**src/rtl/ftlb_pkg.sv**
```systemverilog
package ftlb_pkg;
  localparam int VA_W     = 32;
  localparam int PG_W     = 12;
  localparam int PPN_W    = 20;
  localparam int SLOT_BIT = PG_W;
  localparam int BANK_BIT = PG_W + 1;
  localparam int TAG_W    = VA_W - PG_W - 2;

  typedef logic [VA_W-1:0]  va_t;
  typedef logic [TAG_W-1:0] tag_t;
  typedef logic [PPN_W-1:0] ppn_t;

  typedef struct packed {
    tag_t       tag;
    logic [1:0] vld;
    ppn_t       ppn1;
    ppn_t       ppn0;
  } line_t;

  function automatic tag_t va_tag(input va_t va);
    return va[VA_W-1:BANK_BIT+1];
  endfunction

  function automatic logic va_bank(input va_t va);
    return va[BANK_BIT];
  endfunction

  function automatic logic va_slot(input va_t va);
    return va[SLOT_BIT];
  endfunction
endpackage

```
**src/rtl/ftlb_lru.sv**
```systemverilog
module ftlb_lru #(
  parameter int WAYS = 4,
  localparam int IW = $clog2(WAYS)
) (
  input  logic          clk,
  input  logic          rst_n,
  input  logic          touch_en,
  input  logic [IW-1:0] touch_idx,
  output logic [IW-1:0] lru_idx
);
  logic [IW-1:0] age [WAYS];
  logic [WAYS-1:0] oldest_vec;

  always_ff @(posedge clk) begin
    if (!rst_n) begin
      for (int i = 0; i < WAYS; i++) age[i] <= IW'(i);
    end else if (touch_en) begin
      for (int i = 0; i < WAYS; i++) begin
        if (IW'(i) == touch_idx)            age[i] <= '0;
        else if (age[i] < age[touch_idx])   age[i] <= age[i] + 1'b1;
      end
    end
  end

  generate
    for (genvar g = 0; g < WAYS; g++) begin : g_old
      assign oldest_vec[g] = (age[g] == IW'(WAYS - 1));
    end
  endgenerate

  always_comb begin
    lru_idx = '0;
    for (int i = 0; i < WAYS; i++)
      if (oldest_vec[i]) lru_idx = IW'(i);
  end

  assert_one_oldest_R7: assert property (@(posedge clk) disable iff (!rst_n)
    $countones(oldest_vec) == 1);
  assert_touched_not_lru_R7: assert property (@(posedge clk) disable iff (!rst_n)
    touch_en |=> lru_idx != $past(touch_idx));
endmodule

```
**src/rtl/ftlb_bank.sv**
```systemverilog
module ftlb_bank
  import ftlb_pkg::*;
#(
  parameter int WAYS = 4,
  localparam int IW = $clog2(WAYS)
) (
  input  logic  clk,
  input  logic  rst_n,
  input  logic  lk_en,
  input  tag_t  lk_tag,
  input  logic  lk_slot,
  output logic  lk_hit,
  output ppn_t  lk_ppn,
  input  logic  fl_en,
  input  tag_t  fl_tag,
  input  logic  fl_slot,
  input  ppn_t  fl_ppn,
  output logic  ev_valid,
  output line_t ev_line
);
  line_t ent [WAYS];

  logic [WAYS-1:0] lk_match, lk_hitv, fl_match, empty_vec;
  logic [IW-1:0]   hit_idx, merge_idx, empty_idx, lru_idx, alloc_idx, touch_idx;
  logic            fl_merge, has_empty, touch_en;

  generate
    for (genvar g = 0; g < WAYS; g++) begin : g_cmp
      assign empty_vec[g] = (ent[g].vld == 2'b00);
      assign lk_match[g]  = !empty_vec[g] && (ent[g].tag == lk_tag);
      assign lk_hitv[g]   = lk_match[g] && ent[g].vld[lk_slot];
      assign fl_match[g]  = !empty_vec[g] && (ent[g].tag == fl_tag);
    end
  endgenerate

  always_comb begin
    hit_idx   = '0;
    merge_idx = '0;
    empty_idx = '0;
    lk_ppn    = '0;
    for (int i = WAYS - 1; i >= 0; i--) begin
      if (lk_hitv[i])   hit_idx   = IW'(i);
      if (fl_match[i])  merge_idx = IW'(i);
      if (empty_vec[i]) empty_idx = IW'(i);
    end
    for (int i = 0; i < WAYS; i++)
      if (lk_hitv[i]) lk_ppn = lk_slot ? ent[i].ppn1 : ent[i].ppn0;
  end

  assign lk_hit    = lk_en && (|lk_hitv);
  assign fl_merge  = |fl_match;
  assign has_empty = |empty_vec;
  assign alloc_idx = fl_merge ? merge_idx : (has_empty ? empty_idx : lru_idx);
  assign ev_valid  = fl_en && !fl_merge && !has_empty;
  assign ev_line   = ent[lru_idx];

  assign touch_en  = fl_en || lk_hit;
  assign touch_idx = fl_en ? alloc_idx : hit_idx;

  ftlb_lru #(.WAYS(WAYS)) i_lru (
    .clk       (clk),
    .rst_n     (rst_n),
    .touch_en  (touch_en),
    .touch_idx (touch_idx),
    .lru_idx   (lru_idx)
  );

  always_ff @(posedge clk) begin
    if (!rst_n) begin
      for (int i = 0; i < WAYS; i++) ent[i] <= '0;
    end else if (fl_en) begin
      if (fl_merge) begin
        ent[alloc_idx].vld[fl_slot] <= 1'b1;
      end else begin
        ent[alloc_idx].tag <= fl_tag;
        ent[alloc_idx].vld <= fl_slot ? 2'b10 : 2'b01;
      end
      if (fl_slot) ent[alloc_idx].ppn1 <= fl_ppn;
      else         ent[alloc_idx].ppn0 <= fl_ppn;
    end
  end

  assert_unique_tag_R6: assert property (@(posedge clk) disable iff (!rst_n)
    $onehot0(lk_match));
  assert_fill_lands_R5: assert property (@(posedge clk) disable iff (!rst_n)
    fl_en |=> (ent[$past(alloc_idx)].tag == $past(fl_tag)) &&
              ent[$past(alloc_idx)].vld[$past(fl_slot)]);
  assert_merge_no_victim_R6: assert property (@(posedge clk) disable iff (!rst_n)
    (fl_en && fl_merge) |-> !ev_valid);
endmodule

```
**src/rtl/ftlb_filter.sv**
```systemverilog
module ftlb_filter
  import ftlb_pkg::*;
#(
  parameter int WAYS = 4
) (
  input  logic             clk,
  input  logic             rst_n,
  input  logic             lk_valid,
  input  logic [VA_W-1:0]  lk_vaddr,
  output logic             lk_hit,
  output logic [PPN_W-1:0] lk_ppn,
  input  logic             fill_valid,
  input  logic [VA_W-1:0]  fill_vaddr,
  input  logic [PPN_W-1:0] fill_ppn,
  output logic             vic_valid,
  output logic [TAG_W-1:0] vic_tag,
  output logic             vic_bank,
  output logic [1:0]       vic_slot_vld,
  output logic [PPN_W-1:0] vic_ppn0,
  output logic [PPN_W-1:0] vic_ppn1
);
  logic [1:0] bank_hit, bank_ev;
  ppn_t       bank_ppn [2];
  line_t      bank_line [2];
  line_t      vic_q;
  logic       vic_b_q, vic_v_q;
  logic       fill_b;
  logic       unused_offset;

  assign unused_offset = ^{lk_vaddr[PG_W-1:0], fill_vaddr[PG_W-1:0]};
  assign fill_b = va_bank(fill_vaddr);

  generate
    for (genvar b = 0; b < 2; b++) begin : g_bank
      ftlb_bank #(.WAYS(WAYS)) i_bank (
        .clk      (clk),
        .rst_n    (rst_n),
        .lk_en    (lk_valid && (va_bank(lk_vaddr) == 1'(b))),
        .lk_tag   (va_tag(lk_vaddr)),
        .lk_slot  (va_slot(lk_vaddr)),
        .lk_hit   (bank_hit[b]),
        .lk_ppn   (bank_ppn[b]),
        .fl_en    (fill_valid && (fill_b == 1'(b))),
        .fl_tag   (va_tag(fill_vaddr)),
        .fl_slot  (va_slot(fill_vaddr)),
        .fl_ppn   (fill_ppn),
        .ev_valid (bank_ev[b]),
        .ev_line  (bank_line[b])
      );
    end
  endgenerate

  assign lk_hit = |bank_hit;
  assign lk_ppn = bank_hit[1] ? bank_ppn[1] : bank_ppn[0];

  always_ff @(posedge clk) begin
    if (!rst_n) begin
      vic_v_q <= 1'b0;
      vic_b_q <= 1'b0;
      vic_q   <= '0;
    end else begin
      vic_v_q <= fill_valid && bank_ev[fill_b];
      if (fill_valid) begin
        vic_b_q <= fill_b;
        vic_q   <= bank_line[fill_b];
      end
    end
  end

  assign vic_valid    = vic_v_q;
  assign vic_tag      = vic_q.tag;
  assign vic_bank     = vic_b_q;
  assign vic_slot_vld = vic_q.vld;
  assign vic_ppn0     = vic_q.ppn0;
  assign vic_ppn1     = vic_q.ppn1;

  assert_hit_needs_req_R2: assert property (@(posedge clk) disable iff (!rst_n)
    lk_hit |-> lk_valid);
  assert_single_bank_R4: assert property (@(posedge clk) disable iff (!rst_n)
    $onehot0(bank_hit));
  assert_vic_after_fill_R8: assert property (@(posedge clk) disable iff (!rst_n)
    vic_valid |-> $past(fill_valid));
  assert_vic_has_data_R8: assert property (@(posedge clk) disable iff (!rst_n)
    vic_valid |-> (vic_slot_vld != 2'b00));
endmodule

```
**config.mk**
```make
export PLATFORM = sky130hd
export DESIGN_NAME = ftlb_filter
export DESIGN_NICKNAME = d
export VERILOG_FILES = /design/src/rtl/ftlb_pkg.sv /design/src/rtl/ftlb_lru.sv /design/src/rtl/ftlb_bank.sv /design/src/rtl/ftlb_filter.sv
export SDC_FILE = /design/constraint.sdc
export NUM_CORES = 2
export LEC_CHECK = 0
export ABC_AREA = 1
export BUFFER_PORTS_ARGS = -buffer_cell sky130_fd_sc_hd__buf_2
export CAP_MARGIN = 20
export CORE_MARGIN = 1.5
export CORE_UTILIZATION = 45
export DETAILED_ROUTE_END_ITERATION = 6
export GPL_ROUTABILITY_DRIVEN = 0
export SYNTH_ARGS = -nofsm -noshare
export SYNTH_HDL_FRONTEND = slang
export SYNTH_SLANG_ARGS = --single-unit
export TNS_END_PERCENT = 30
```
**constraint.sdc**
```tcl
create_clock -name clk -period 3.3 [get_ports clk]
set_clock_uncertainty 0.05 [all_clocks]
set_input_delay 0.33 -clock clk [delete_from_list [all_inputs] [get_ports clk]]
set_output_delay 0.33 -clock clk [all_outputs]
set_load 0.02 [all_outputs]
```
== Word-level counts from Yosys, hierarchy flattened ==
Memory sizes are Yosys's and may differ from the RTL's.
Cells that the tools add are included.

* $add $sub $neg: 8
* $mul: 0
* Divide/modulo/power cells: 0
* $lt $le $gt $ge: 13
* Eq/ne operators: 28
* Shift-type cells: 0
* Muxes and demuxes: 206
* Bitwise gates (word level): 23
* Reduce and logical (&&, ||, !) cells: 69

{| class="wikitable"
|+ Operators by type and width
! operator !! number
|-
| $mux W20 || 17
|-
| $mux W60 || 5
|-
| $eq A18 B18 Y1 || 16
|-
| $mux W1 || 126
|-
| $reduce_or A60 Y1 || 2
|-
| $mux W2 || 55
|-
| $logic_and A1 B1 Y1 || 36
|-
| $reduce_or A4 Y1 || 6
|-
| $logic_not A2 Y1 || 10
|-
| $or A1 B1 Y1 || 20
|-
| $add A2 B1 Y2 const B || 8
|-
| $lt A2 B2 Y1 || 8
|-
| $eq A2 B2 Y1 const B || 6
|-
| $logic_not A1 Y1 || 12
|-
| $mux W5 || 2
|-
| $eq A2 B2 Y1 const A || 4
|-
| $lt A1 B2 Y1 const B || 3
|-
| $eq A1 B2 Y1 const A || 2
|-
| $ge A2 B2 Y1 const B || 1
|-
| $logic_or A1 B1 Y1 || 2
|-
| $not A1 Y1 || 2
|-
| $not A1 Y2 || 1
|-
| $reduce_or A2 Y1 || 1
|-
| $demux W1 S1 || 1
|-
| $ge A1 B1 Y1 const B || 1
|}

* Register bits after elaboration: 62
* Latch bits: 0
* Memory bits (writable): 496
* ROM bits: 0
* Output and inout bits: 83
* Memories kept: 4

{| class="wikitable"
|+ Memory list
! name !! depth !! bits a word !! rd ports !! clocked after Yosys merged registers in !! write ports !! RTL line !! RTL
|-
| g_bank[0].i_bank.ent || 4 || 60 || 5 || 0 || 4 || ftlb_bank.sv:21 || <nowiki>line_t ent [WAYS];</nowiki>
|-
| g_bank[1].i_bank.ent || 4 || 60 || 5 || 0 || 4 || ftlb_bank.sv:21 ||
|-
| g_bank[0].i_bank.i_lru.age || 4 || 2 || 5 || 0 || 4 || ftlb_lru.sv:11 || <nowiki>logic [IW-1:0] age [WAYS];</nowiki>
|-
| g_bank[1].i_bank.i_lru.age || 4 || 2 || 5 || 0 || 4 || ftlb_lru.sv:11 ||
|}

== Depth between registers and ports, before layout ==
An unclocked memory read counts as a cell.

* Depth after elaboration: 18
* Mapped depth: 24
* Gate-level depth less buffers: 22

== Modules after synthesis ==
From an unflattened synthesis, not the netlist that was laid out.

* Cell total of the unflattened synthesis: 4600
* Area, all modules: 34200.3 µm²

{| class="wikitable"
|+ By module, submodules not included
! module !! times used !! cells an instance !! area each (µm²) !! sequential area each (µm²)
|-
| ftlb_bank at g_bank[1].i_bank || 1 || 1992 || 14996.9 || 7206.9
|-
| ftlb_bank at g_bank[0].i_bank || 1 || 1884 || 14432.6 || 7206.9
|-
| ftlb_filter || 1 || 542 || 3385.7 || 1241.2
|-
| ftlb_lru at g_bank[0].i_bank.i_lru || 1 || 91 || 699.4 || 240.2
|-
| ftlb_lru at g_bank[1].i_bank.i_lru || 1 || 91 || 685.7 || 240.2
|}

== Worst setup path after synthesis ==
OpenSTA, ideal clock, no wires.

* Path kind: reg2reg
* From: memory g_bank[0].i_bank.i_lru.age[3][1] in the netlist's numbering
* To: memory g_bank[0].i_bank.ent[1][0] in the netlist's numbering (enable)
* Setup time: 377 ps
* Arrival: 2722 ps
* Required time: 2873 ps
* Slack: 151 ps
* Stages on the path, launching flop included: 13
* Cell sequence: edfxtp_1 > ha_1 > clkbuf_1 > nor2_2 > inv_1 > o21ai_0 > nand3_1 > nand2_2 > inv_2 > nor3_4 > nand2_1 > clkbuf_1 > nand2_1

{| class="wikitable"
|+ RTL lines
! item !! RTL line
|-
| start: declaration || ftlb_lru.sv:11
|-
| end: declaration || ftlb_bank.sv:21
|}

==> results by group <==
Worst hold path
  – Hold Crit Class: input pin to flip-flop
  – HP Start: fill_ppn[7]

CTS
  – CTS H-tree depth: 2
  – Root buf cell: clkbuf_16
  – Clock buffer depth: 3
  – Clock sinks: 558
  – CTS tree: done
  – Cts bufs inserted: 60
  – Worst-Skew Late Latency: 0.67 ns
  – Clock slew at reported path FFs: 0.06 ns

Synthesis
  – Mean post-synth cell area: 7.65 um^2
  – Post-Syn Instances: 4351
  – Top post-synthesis cells by area: edfxtp_1 (45%), nand2_1 (12%), nor2_1 (10%)
  – Main synth FF type: edfxtp_1
  – Net Count, Synth: ~4400
  – Sequential fraction of the synthesis area: 48.5%
  – Synth area leader: edfxtp_1
  – Synthesized area: 33300 um^2
  – Synth top cells by count: nand2_1 (1082), nor2_1 (910), edfxtp_1 (496)
  – Post-synthesis async set-or-reset flop share: 0%
  – Yosys top cell area share: 44.8%
  – #FFs+latches synth: 558
  – Ys Warns: 0
  – Post-synth EDFFs: 496
  – Post-synth cell types: 51
  – Cell with the most instances after synthesis: nand2_1

Place
  – HPWL Detailed: 99.4 mm
  – Place WS: -0.145 ns
  – Placed cell areas: 36900 um^2
  – Port Buffer Count: approximately 150

Global route
  – Grt total ovfl: 0
  – Antenna violations before repair: 2
  – Via count of the first global-routing pass: between 30000 and 40000
  – Total track usage: a little under two fifths
  – First-pass GRT wire length: 202 mm
  – Largest net degree at the start of global routing: 129

Critical path
  – Endpoint class of the critical path: output pin
  – CP Class: flip-flop to output pin
  – Critical Path Most Common Cell: buf_6
  – Largest fanout on the critical path: 8
  – CP Cell Sequence: xnor2_2 -> nand2_1 -> nor2_1 -> nand3_2 -> nor2_4 -> buf_6 -> buf_12 -> buf_6 -> o21ai_0 -> o22ai_2 -> inv_2 -> o21ai_4 -> a32o_2 -> buf_6
  – Crit path arrival time: 3.41 ns
  – CP startpoint: g_bank[1].i_bank.ent[1][47]
  – RR Startpoint: g_bank[1].i_bank.ent[1][43]
  – Critical Path Start Type: flip-flop
  – CP max stage delay: 0.50 ns
  – Reg2Reg Setup Slack: -0.17 ns
  – Data required, critical path: roughly 3 ns
  – Critical path's slowest cell: edfxtp_1

STA
  – Final hold vios: 0
  – Final WS setup: -0.495 ns
  – Min cycle time layout: about 3.8 ns
  – Fmax achieved: 264 MHz
  – Relative slew slack: 43.7%
  – Final setup TNS: -10.65 ns
  – Final number of max-transition violations: 0
  – Final Setup Violations: 37
  – Worst Max-Slew Pin Slew: between 0.8 and 0.9 ns
  – Period utilization: 115%
  – RSZ-0062 raised after global routing: true

Layout
  – Post-layout util: between 50% and 60%
  – Design Area, Final: 40100 um^2
  – Final nets: 4728
  – Layout cells sized above 1: 16.6%
  – Area Growth Syn to Fin: 20.4%

Routing
  – ANT nets after route: 0
  – DR pass1 iterations: 7
  – Drc violations: 36
  – Vias per cell: 5.91
  – Routed via count: 33400
  – Routed wire length: ~140 mm
  – Initial DRC count: between 4000 and 5000
  – Detail-routed net length per standard cell: 25.0 um

Floorplanning
  – Die Y-Extent: approximately 270 um
  – Die Width: between 200 and 300 um
  – Core Area: 73100 um^2
  – Cell Rows: 99
  – Number of primary I/O pins: 171
  – Initial core utilization: 45.5%
  – Die area: 75600 um^2

Power
  – Worst vdd ir: around 0.46 mV
  – Leak pwr: approximately 17 nW
  – Pwr Density: 447 nW/um^2

Outcome
  – Status: complete, but fails checks
  – Failing checks: DRC, setup timing

Job
  – Max-cap violations: 0
-- sequential cells by signal (all words and copies together), names as in the netlist --
| register | cells |
|---|---|
| vic_valid | 1 |
| g_bank.i_bank.ent | 480 |
| vic_tag | 18 |
| vic_ppn0 | 20 |
| g_bank.i_bank.i_lru.age | 16 |
| vic_ppn1 | 20 |
| vic_bank | 1 |
| vic_slot_vld | 2 |
-- cell type report --
type                       count  area, um^2
clock buffer                  75        1710
fill                        6969       33000
antenna                        3        7.51
sequential                   558       16100
timing repair buffer         467        3960
tap                          959        1200
multi-input combinational   3124       15000
inverter                     423        1610
clock inverter                37         423
-- where the power goes --
group / switching (W) / internal (W)
sequential: 0.000292 / 0.00802
combinational: 0.00157 / 0.000713
clock: 0.00306 / 0.00424
total: 0.00492 / 0.0130
-- metrics by stage --
| step | hold WS, ns | std cells | power, W |
|---|---|---|---|
| 2_1_floorplan | 0.432 | 4351 | 0.00958 |
| 3_3_place_gp | 0.433 | 5496 | 0.0105 |
| 3_5_place_dp | 0.433 | 5496 | 0.0106 |
| 4_1_cts | 0.0104 | 5633 | 0.0178 |
| 5_1_grt | 0.0420 | 5643 | 0.0183 |
| 6_report | 0.0348 | 5646 | 0.0179 |
-- worst max-delay path, delay by kind of cell (launching register included) --
| kind | cells | cell delay, ns |
|---|---|---|
| DFF | 1 | 0.50 |
| AOI/OAI and AO/OA | 4 | 0.84 |
| xor gates and xnor gates | 1 | 0.25 |
| and+or+nand+nor | 4 | 0.59 |
| buffers and inverters | 5 | 0.57 |
-- layout by cell type (no fill, tap or decap), drive strengths merged, types with 10 or more instances in the layout --
cell type,Yosys,final
nand4,48,48
clkinv,2,28
o22ai,91,91
o2111ai,10,10
nand2,1102,1102
inv,421,420
o21ai,331,331
xor2,42,42
a22oi,19,19
edfxtp,496,496
dfxtp,62,62
nand3,198,198
a32o,20,20
or2,13,13
a21oi,115,115
o311ai,55,55
nor2,925,925
clkbuf,187,75
xnor2,55,55
o211ai,29,29
nor3,14,14
buf,59,465
a31oi,24,24
-- path summary, 6_finish.rpt --
| kind | depth (start not counted) | endpoint |
|---|---|---|
| worst max-delay path | 14 | lk_ppn[2] |
| worst min-delay path | 3 | g_bank[1].i_bank.ent[1][27] |
| worst max register to register | 26 | g_bank[1].i_bank.i_lru.age[1][0] |
| worst min register to register | 2 | vic_ppn0[7] |
-- layer usage --
metal  up-vias  track usage, %  routed length, um
met2      2321            57.3              61900
li1      15000               -                  -
met1     15500            45.8              50900
met5         -               0                  0
met3       556            7.35              16400
met4         0            26.0              12100
-- cell families after synthesis --
family / share of synthesized area (%)
AOI/OAI and AO/OA: 12.6
DFF: 48.5
and+or+nand+nor: 28.2
xor gates and xnor gates: 2.55
buffers and inverters: 7.95
adders and majority gates: 0.226
-- what timing repair did --
item                                    in CTS  in global routing
endpoints found under the setup margin      21                 41
hold buffers                                 2                  0
resized for setup                          175                 37
pin swaps                                   40                 26
buffers inserted                            28                 12
endpoints found under the hold margin        4                  0
cloned                                       6                  0
No activity file was read; power rests on OpenSTA's default activity.
